**config.mk**
```make
export PLATFORM = sky130hd
export DESIGN_NAME = dual_serial_port
export DESIGN_NICKNAME = d
export VERILOG_FILES = /design/src/rtl/dual_serial_port.sv
export SDC_FILE = /design/constraint.sdc
export NUM_CORES = 1
export LEC_CHECK = 0
export ABC_AREA = 1
export BUFFER_PORTS_ARGS = -buffer_cell sky130_fd_sc_hd__buf_4
export CAP_MARGIN = 15
export CORE_MARGIN = 3
export CORE_UTILIZATION = 60
export DETAILED_ROUTE_END_ITERATION = 10
export PLACE_DENSITY_LB_ADDON = 0.05
export SYNTH_ARGS = -nofsm -noshare
export SYNTH_HDL_FRONTEND = slang
export SYNTH_SLANG_ARGS = --single-unit
export TNS_END_PERCENT = 20
```
**constraint.sdc**
```tcl
create_clock -name clk -period 7.8 [get_ports clk]
set_clock_uncertainty 0.1 [all_clocks]
set_input_delay 1.17 -clock clk [delete_from_list [all_inputs] [get_ports clk]]
set_output_delay 1.17 -clock clk [all_outputs]
set_load 0.03 [all_outputs]
```
**src/rtl/dual_serial_port.sv**
```systemverilog
module dual_serial_port #(
  parameter int W  = 32,
  parameter int AW = 3
) (
  input  logic          clk,
  input  logic          rst_n,
  input  logic          sclk,
  input  logic          fsync,
  input  logic          slot_active,
  input  logic [1:0]    sd_in,
  output logic [1:0]    sd_out,
  output logic [1:0]    sd_oe,
  input  logic          wr_en,
  input  logic [AW-1:0] wr_addr,
  input  logic [W-1:0]  wr_data,
  input  logic          rd_en,
  input  logic [AW-1:0] rd_addr,
  output logic [W-1:0]  rd_data,
  output logic          rd_valid,
  output logic          rd_err,
  output logic [1:0]    tx_full,
  output logic [1:0]    rx_ready,
  output logic [1:0]    underflow,
  output logic [1:0]    overflow
);
  localparam int LF = $clog2(W);
  localparam int CW = LF + 1;
  localparam int CTL_W = 6 + LF;

  logic [CTL_W-1:0] ctrl;
  logic             sclk_q;
  logic [W-1:0]     txbuf [2];
  logic [W-1:0]     txsh  [2];
  logic [W-1:0]     last  [2];
  logic [W-1:0]     rxbuf [2];
  logic [W-1:0]     rxsh  [2];
  logic [CW-1:0]    txcnt [2];
  logic [CW-1:0]    rxcnt [2];
  logic [1:0]       txf, rxne, unf, ovf;

  wire        dir    = ctrl[0];
  wire [1:0]  en     = ctrl[2:1];
  wire        cmp    = ctrl[3];
  wire        framed = ctrl[4];
  wire        mc     = ctrl[5];
  wire        tick   = sclk & ~sclk_q;
  wire [LF-1:0] lfld = ctrl[6 +: LF];
  wire [CW-1:0] wlen = (lfld < LF'(2)) ? CW'(3) : CW'(lfld) + CW'(1);
  wire [W-1:0]  mask = {W{1'b1}} >> (W - int'(wlen));

  function automatic logic [7:0] mulaw(input logic [12:0] x);
    logic [12:0] mag;
    logic [13:0] b;
    logic [2:0]  s;
    logic [3:0]  m;
    mag = x[12] ? (~x + 13'd1) : x;
    if (mag > 13'd4095) mag = 13'd4095;
    b = {1'b0, mag} + 14'd33;
    s = 3'd0;
    for (int i = 5; i < 13; i++) if (b[i]) s = 3'(i - 5);
    m = 4'(b >> (int'(s) + 1));
    return ~{x[12], s, m};
  endfunction

  logic [1:0]   tx_go, rx_go, txstart, txbusy, rxstart, rxbusy, rxdone, rdhit, wrhit;
  logic [W-1:0] src [2];
  logic [W-1:0] rxnext [2];

  always_comb begin
    for (int c = 0; c < 2; c++) begin
      tx_go[c]   = tick & dir & en[c];
      rx_go[c]   = tick & ~dir & en[c];
      txbusy[c]  = (txcnt[c] != '0) && (txcnt[c] < wlen);
      txstart[c] = framed ? fsync : ~txbusy[c];
      rxbusy[c]  = (rxcnt[c] != '0) && (rxcnt[c] < wlen);
      rxstart[c] = framed ? fsync : ~rxbusy[c];
      rxdone[c]  = rx_go[c] & ~rxstart[c] & rxbusy[c] & (rxcnt[c] + CW'(1) == wlen);
      rdhit[c]   = rd_en && (rd_addr == AW'(c + 3)) && !dir;
      wrhit[c]   = wr_en && (wr_addr == AW'(c + 1));
      rxnext[c]  = {rxsh[c][W-2:0], sd_in[c]};
      if (!txf[c])
        src[c] = last[c];
      else if (c == 0 && cmp)
        src[c] = {{(W-8){1'b0}}, mulaw(txbuf[0][12:0])};
      else
        src[c] = txbuf[c];
    end
  end

  always_ff @(posedge clk) begin
    if (!rst_n) begin
      ctrl <= '0; sclk_q <= 1'b0;
      txf <= '0; rxne <= '0; unf <= '0; ovf <= '0;
      rd_data <= '0; rd_valid <= 1'b0; rd_err <= 1'b0;
      for (int c = 0; c < 2; c++) begin
        txbuf[c] <= '0; txsh[c] <= '0; last[c] <= '0;
        rxbuf[c] <= '0; rxsh[c] <= '0; txcnt[c] <= '0; rxcnt[c] <= '0;
      end
    end else begin
      sclk_q   <= sclk;
      rd_valid <= 1'b0;
      rd_err   <= 1'b0;
      rd_data  <= '0;
      if (wr_en && wr_addr == '0) begin
        ctrl <= wr_data[CTL_W-1:0];
        unf  <= '0;
        ovf  <= '0;
      end
      for (int c = 0; c < 2; c++) begin
        if (tx_go[c]) begin
          if (txstart[c]) begin
            txsh[c]  <= src[c] << (W - int'(wlen));
            last[c]  <= src[c];
            txcnt[c] <= CW'(1);
            if (txf[c]) txf[c] <= 1'b0;
            else        unf[c] <= 1'b1;
          end else if (txbusy[c]) begin
            txsh[c]  <= txsh[c] << 1;
            txcnt[c] <= txcnt[c] + CW'(1);
          end
        end
        if (wrhit[c]) begin
          txbuf[c] <= wr_data;
          txf[c]   <= 1'b1;
        end
        if (rdhit[c]) rxne[c] <= 1'b0;
        if (rx_go[c] && (rxstart[c] || rxbusy[c])) begin
          rxsh[c]  <= rxnext[c];
          rxcnt[c] <= rxstart[c] ? CW'(1) : rxcnt[c] + CW'(1);
        end
        if (rxdone[c]) begin
          rxbuf[c] <= rxnext[c] & mask;
          rxne[c]  <= 1'b1;
          if (rxne[c] && !rdhit[c]) ovf[c] <= 1'b1;
        end
      end
      if (rd_en) begin
        if (rd_addr == AW'(3) || rd_addr == AW'(4)) begin
          if (dir) rd_err <= 1'b1;
          else begin
            rd_valid <= 1'b1;
            rd_data  <= rxbuf[(rd_addr == AW'(4)) ? 1 : 0];
          end
        end else begin
          rd_valid <= 1'b1;
          if (rd_addr == '0) rd_data <= W'(ctrl);
        end
      end
    end
  end

  always_comb begin
    for (int c = 0; c < 2; c++) begin
      sd_out[c] = txsh[c][W-1];
      sd_oe[c]  = dir & en[c] & (~mc | slot_active);
    end
  end
  assign tx_full   = txf;
  assign rx_ready  = rxne & {2{~dir}};
  assign underflow = unf;
  assign overflow  = ovf;

  a_r9_rx_frozen_in_tx: assert property (@(posedge clk) disable iff (!rst_n)
    dir |=> $stable(rxcnt[0]));
  a_r2_full_clears_on_load: assert property (@(posedge clk) disable iff (!rst_n)
    (tx_go[0] && txstart[0] && txf[0] && !wrhit[0]) |=> !txf[0]);
  a_r4_underflow_cause: assert property (@(posedge clk) disable iff (!rst_n)
    $rose(unf[0]) |-> $past(!txf[0]));
  a_r8_overflow_cause: assert property (@(posedge clk) disable iff (!rst_n)
    $rose(ovf[1]) |-> $past(rxne[1]));
  a_r10_read_outcome: assert property (@(posedge clk) disable iff (!rst_n)
    !(rd_valid && rd_err));
endmodule

```
After elaboration in Yosys (flattened, before gate mapping)
Memories as Yosys holds them, arrays and structs flattened.
Cells that the tools add are included.
{"block": "word_totals", "regBits": 54, "latchBits": 0, "ramBits": 344, "mem_bits_ro": 0, "in_bits": 47, "output_inout_bits": 46, "wordCells": 237, "mem_count": 7}
{"block": "classes", "add_sub_neg": 9, "multipliers": 0, "div": 0, "order_cmp": 6, "n_eq_ne": 6, "shift": 4, "mux": 107, "n_bitwise": 50, "reduce_logical": 37}
{"name": "last", "depth": 2, "width": 32, "read_ports": 2, "rd_clocked_by_memory_dff": 0, "wr": 2, "line": "34", "source": "logic [W-1:0] last [2];"}
{"name": "rxbuf", "depth": 2, "width": 32, "read_ports": 1, "rd_clocked_by_memory_dff": 0, "wr": 2, "line": "35", "source": "logic [W-1:0] rxbuf [2];"}
{"name": "rxsh", "depth": 2, "width": 32, "read_ports": 2, "rd_clocked_by_memory_dff": 0, "wr": 2, "line": "36", "source": "logic [W-1:0] rxsh [2];"}
{"name": "txbuf", "depth": 2, "width": 32, "read_ports": 2, "rd_clocked_by_memory_dff": 0, "wr": 2, "line": "32", "source": "logic [W-1:0] txbuf [2];"}
{"name": "txsh", "depth": 2, "width": 32, "read_ports": 2, "rd_clocked_by_memory_dff": 0, "wr": 2, "line": "33", "source": "logic [W-1:0] txsh [2];"}
{"name": "rxcnt", "depth": 2, "width": 6, "read_ports": 2, "rd_clocked_by_memory_dff": 0, "wr": 2, "line": "38", "source": "logic [CW-1:0] rxcnt [2];"}
{"name": "+1 memories"}
{"op": "$mux W32", "count": 17}
{"op": "$mux W1", "count": 66}
{"op": "$and A32 B32 Y32", "count": 2}
{"op": "$shl A32 B32 Y32", "count": 2}
{"op": "$mux W6", "count": 9}
{"op": "$mux W13", "count": 4}
{"op": "$shr A32 B32 Y32 const A", "count": 1}
{"op": "$add A6 B1 Y6 const B", "count": 4}
{"op": "$lt A6 B6 Y1", "count": 4}
{"op": "$mux W3", "count": 8}
{"op": "$reduce_bool A6 Y1", "count": 4}
{"op": "$or A1 B1 Y1", "count": 19}
{"op": "$and A1 B1 Y1", "count": 17}
{"op": "$logic_and A1 B1 Y1", "count": 15}
{"op": "$add A13 B6 Y14 const B", "count": 1}
{"op": "$shr A14 B4 Y4", "count": 1}
{"op": "$add A13 B1 Y13 const B", "count": 1}
{"op": "$gt A13 B12 Y1 const B", "count": 1}
{"op": "$not A13 Y13", "count": 1}
{"op": "$eq A6 B6 Y1", "count": 2}
{"op": "$reduce_bool A2 Y1", "count": 6}
{"op": "$mux W11", "count": 1}
{"op": "$not A1 Y1", "count": 9}
{"op": "$not A8 Y8", "count": 1}
{"op": "other kinds (14)", "count": 23}

Longest topological paths before layout
An unclocked memory read counts as a cell.
{"block": "depth", "word_depth": 26, "mapped_depth": 34, "depth_no_buf": 32}

Worst setup path after synthesis
Ideal clock, no wire load.
{"block": "synth_timing", "kind": "reg2reg", "start": "register ctrl[10]", "end": "memory rxcnt[0][10] (netlist name), enable pin", "setup_ps": 511, "t_arrival_ps": 3560, "required_time_ps": 7189, "path_slack_ps": 3628, "stages_incl_launch_ff": 18, "n_path_buf": 2, "synth_period_minus_slack_ps": 4172, "path_cell_list": "dfxtp_1 -> nor4_1 -> nor2_1 -> inv_1 -> clkbuf_1 -> buf_2 -> ha_1 -> nor2_1 -> o21a_1 -> o21a_1 -> o21a_1 -> o21a_1 -> nor3_1 -> inv_1 -> a21oi_1 -> nand2_1 -> nand3_1 -> nand2_1"}
{"item": "start: declaration", "line": "30", "source": "logic [CTL_W-1:0] ctrl;"}
{"item": "start signal: assignment", "line": "105", "source": "ctrl <= wr_data[CTL_W-1:0];"}
{"item": "end: declaration", "line": "38"}

==> results_dict.tcl <==
set metrics [dict create \
    die_h_um 193 \
    wl_per_cell_um 19.5 \
    drt_wl_total_mm 57.5 \
    top_usage_layer "met2" \
    clockPowerShare 0.400 \
    slew_viol_final 0 \
    h-tree-depth 2 \
    drtAntennaViolNets 0 \
    async_flop_share 0 \
    cts_buffers 41 \
    vias_per_cell 5.84 \
    worst_slack_ns 2.51 \
    syn_inst 2415 \
    antenna_found_initial 0 \
    overflow 0 \
    gr-usage-met3 0.0395 \
    synth_warnings 0 \
    p_int_mw 3.71 \
    fp.dieW_um 193 \
    cts_tree "yes" \
    initial_core_util 0.609 \
    clock_path_buffers 3 \
    pin_count 93 \
    switching_share 0.257 \
    path_max_fanout 34 \
    grt_max_degree 65 \
    setup_viol 0 \
    synth-edff-count 341 \
    maxCapViolCount 0 \
    diodes 0 \
    status "complete, no violations" \
    hold_viol 0 \
    hold_class "register to register" \
    port_buffers 92 \
    cts_setup_buffers 0 \
    holdWs_ns 0.372 \
    rows 68 \
    gr-usage-all-layers 0.302 \
    dp_hpwl_mm 40.2 \
    placed_area_um2 22100 \
    dieArea_um2 37400 \
    synth_seq_cells 396 \
    cp.arrival_ns 5.64 \
    leakage_nw 9.76 \
    power.total_mw 5.00 \
    period_share 0.678 \
    finish.instance_area_um2 23500 \
    dr.pass1.iters 6 \
    p_seq_frac 0.482 \
    clkLatencyLatePin_ns 0.59 \
    tightest_slew_ns 1.09 \
    p_sw_mw 1.29 \
    ctsHoldBuffers 0 \
    synth_area_um2 21100 \
    worstPathRequired_ns 8.15 \
    synth_cell_type_count 56 \
    seq_area_frac_synth 0.538 \
    combPwrFrac 0.118 \
    cts_resized 0 \
    dp.cells 2868 \
    grt_pass1_wl_mm 90.7 \
    fmax_mhz 189 \
    syn_avg_cell_area_um2 8.73 \
    final_cells 2944 \
    drc 0 \
    cpPeakStageDelay_ns 0.87 \
    grtUsageMet1 0.392 \
    final_core_util 0.678 \
    ir_drop_mv 0.210 \
    syn-num-nets 2496 \
    fin_tns_setup_ns 0 \
    critPathLaunchType "register" \
    rsz0062_at_grt "no" \
    root_buffer "clkbuf_16" \
    place_ws_ns 2.52 \
    crit_type "register to register" \
    crit_path_cell_trace "ha_1, nand2_1, inv_1, nor2_1, inv_1, nor2_1, clkinv_1, ha_1, nand2_1, nor2_1, o21ai_0, o2111ai_1, nand2_1, nand2_1, inv_1, nand2_1, clkinv_1, nor2_1, inv_1, nor2_1, nand2_1, inv_1, nand3_1, nand2_1" \
    drive_above_1_share 0.106 \
    met2_usage 0.518 \
    route.vias.total 17200 \
    final_nets 2538 \
    area_growth_pct 11.5 \
    slowest_stage "clkinv_1" \
    grt_pass1_vias 16400 \
    clk_pin_slew_ns 0.06 \
    powerDensity_nw_per_um2 213 \
    coreArea_um2 34600 \
    crit_path_end_kind "register" \
    cp_common_cell "nand2_1" \
    synth_flop_cell "edfxtp_1" \
    drt_iter0_drc 1662 \
    slew-limit-headroom 0.271 \
    clock_sinks 396 \
    gp_congestion 0.967 \
    period_needed_ns 5.29 \
]
-- power by group through the flow --
| stage | Clock (mW) | Combinational [mW] | Sequential, mW |
|---|---|---|---|
| 2_1_floorplan | 0 | 0.407 | 2.45 |
| 3_3_place_gp | 0 | 0.571 | 2.45 |
| 3_5_place_dp | 0 | 0.579 | 2.46 |
| 4_1_cts | 2.03 | 0.582 | 2.41 |
| 5_1_grt | 2.10 | 0.653 | 2.42 |
| 6_report | 2.00 | 0.589 | 2.41 |
-- state kept, by name (all words and copies together), names as in the netlist --
name and flops:
rd_err 1, ctrl 11, rxbuf 64, txcnt 12, rxsh 62, rxne 2, last 64, rxcnt 12
rd_valid 1, sclk_q 1, overflow 2, txbuf 64, txsh 64, underflow 2, rd_data 32, tx_full 2
-- placed cells by master, fill, tap and decap left out, drive strengths merged, types with 63 or more instances in the layout --
cell type,Yosys,final
nand2,459,459
edfxtp,341,341
inv,320,321
nor2,285,285
o21ai,183,183
nand3,155,155
a21oi,125,125
buf,33,123
nor3,69,69
clkbuf,91,63
-- critical path, delay by kind of cell (launching register included) --
family	cells	cell delay [ns]
flops	1	0.33
fa+ha+maj	2	0.63
buf+inv	7	1.82
compound gates	2	0.18
simple gates	13	2.08
-- final timing paths --
kind	slack, ns	depth (start not counted)	from	to
min	0.37	2	underflow[0]$_SDFF_PN0_	underflow[0]$_SDFF_PN0_
max reg2reg	2.51	24	ctrl[6]$_SDFFE_PN0P_	txsh[0][10]$_SDFFCE_PP0P_
min reg2reg	0.37	2	underflow[0]$_SDFF_PN0_	underflow[0]$_SDFF_PN0_
max	2.51	24	ctrl[6]$_SDFFE_PN0P_	txsh[0][10]$_SDFFCE_PP0P_
-- cells by family (layout without fill, tap and decap cells) --
logic type	count (synthesis)	after routing	synth area share
xor+xnor	16	16	0.00665
compound gates	437	437	0.121
flops	396	396	0.538
fa+ha+maj	34	34	0.0202
mux	45	45	0.0214
simple gates	1034	1034	0.210
buf+inv	453	527	0.0827
-- area by class of cell --
type | count | area, µm²
inverters | 329 | 1230
clock buffers | 63 | 1220
multi-input cells | 1566 | 8040
fillers | 2821 | 11100
well taps | 455 | 569
repair buffers | 123 | 936
clock inverters | 12 | 156
flip-flops and latches | 396 | 11300
-- synthesized netlist by cell type, drive strengths merged, types with 5 or more instances --
cell type / instances / share of area
a21oi: 125 / 0.031
a32o: 11 / 0.0052
buf: 33 / 0.0079
clkbuf: 91 / 0.016
clkinv: 9 / 0.0016
dfxtp: 55 / 0.052
edfxtp: 341 / 0.49
ha: 34 / 0.020
inv: 320 / 0.057
mux2i: 45 / 0.021
nand2: 459 / 0.084
nand3: 155 / 0.038
nand4: 10 / 0.0030
nor2: 285 / 0.052
nor3: 69 / 0.016
nor4: 9 / 0.0027
o211ai: 14 / 0.0050
o21a: 12 / 0.0043
o21ai: 183 / 0.044
o221ai: 5 / 0.0021
o22ai: 44 / 0.013
o31ai: 6 / 0.0021
o32ai: 13 / 0.0054
or2: 41 / 0.012
xor2: 12 / 0.0050
-- routing by layer --
layer / up-vias / share of wire / routed length (µm)
met3: 123 / 0.066 / 3820
li1: 8224 / - / -
met2: 675 / 0.49 / 28300
met4: 0 / 0.039 / 2220
met1: 8182 / 0.40 / 23100
met5: - / 0 / 0
(Power assumes the default switching activity.)
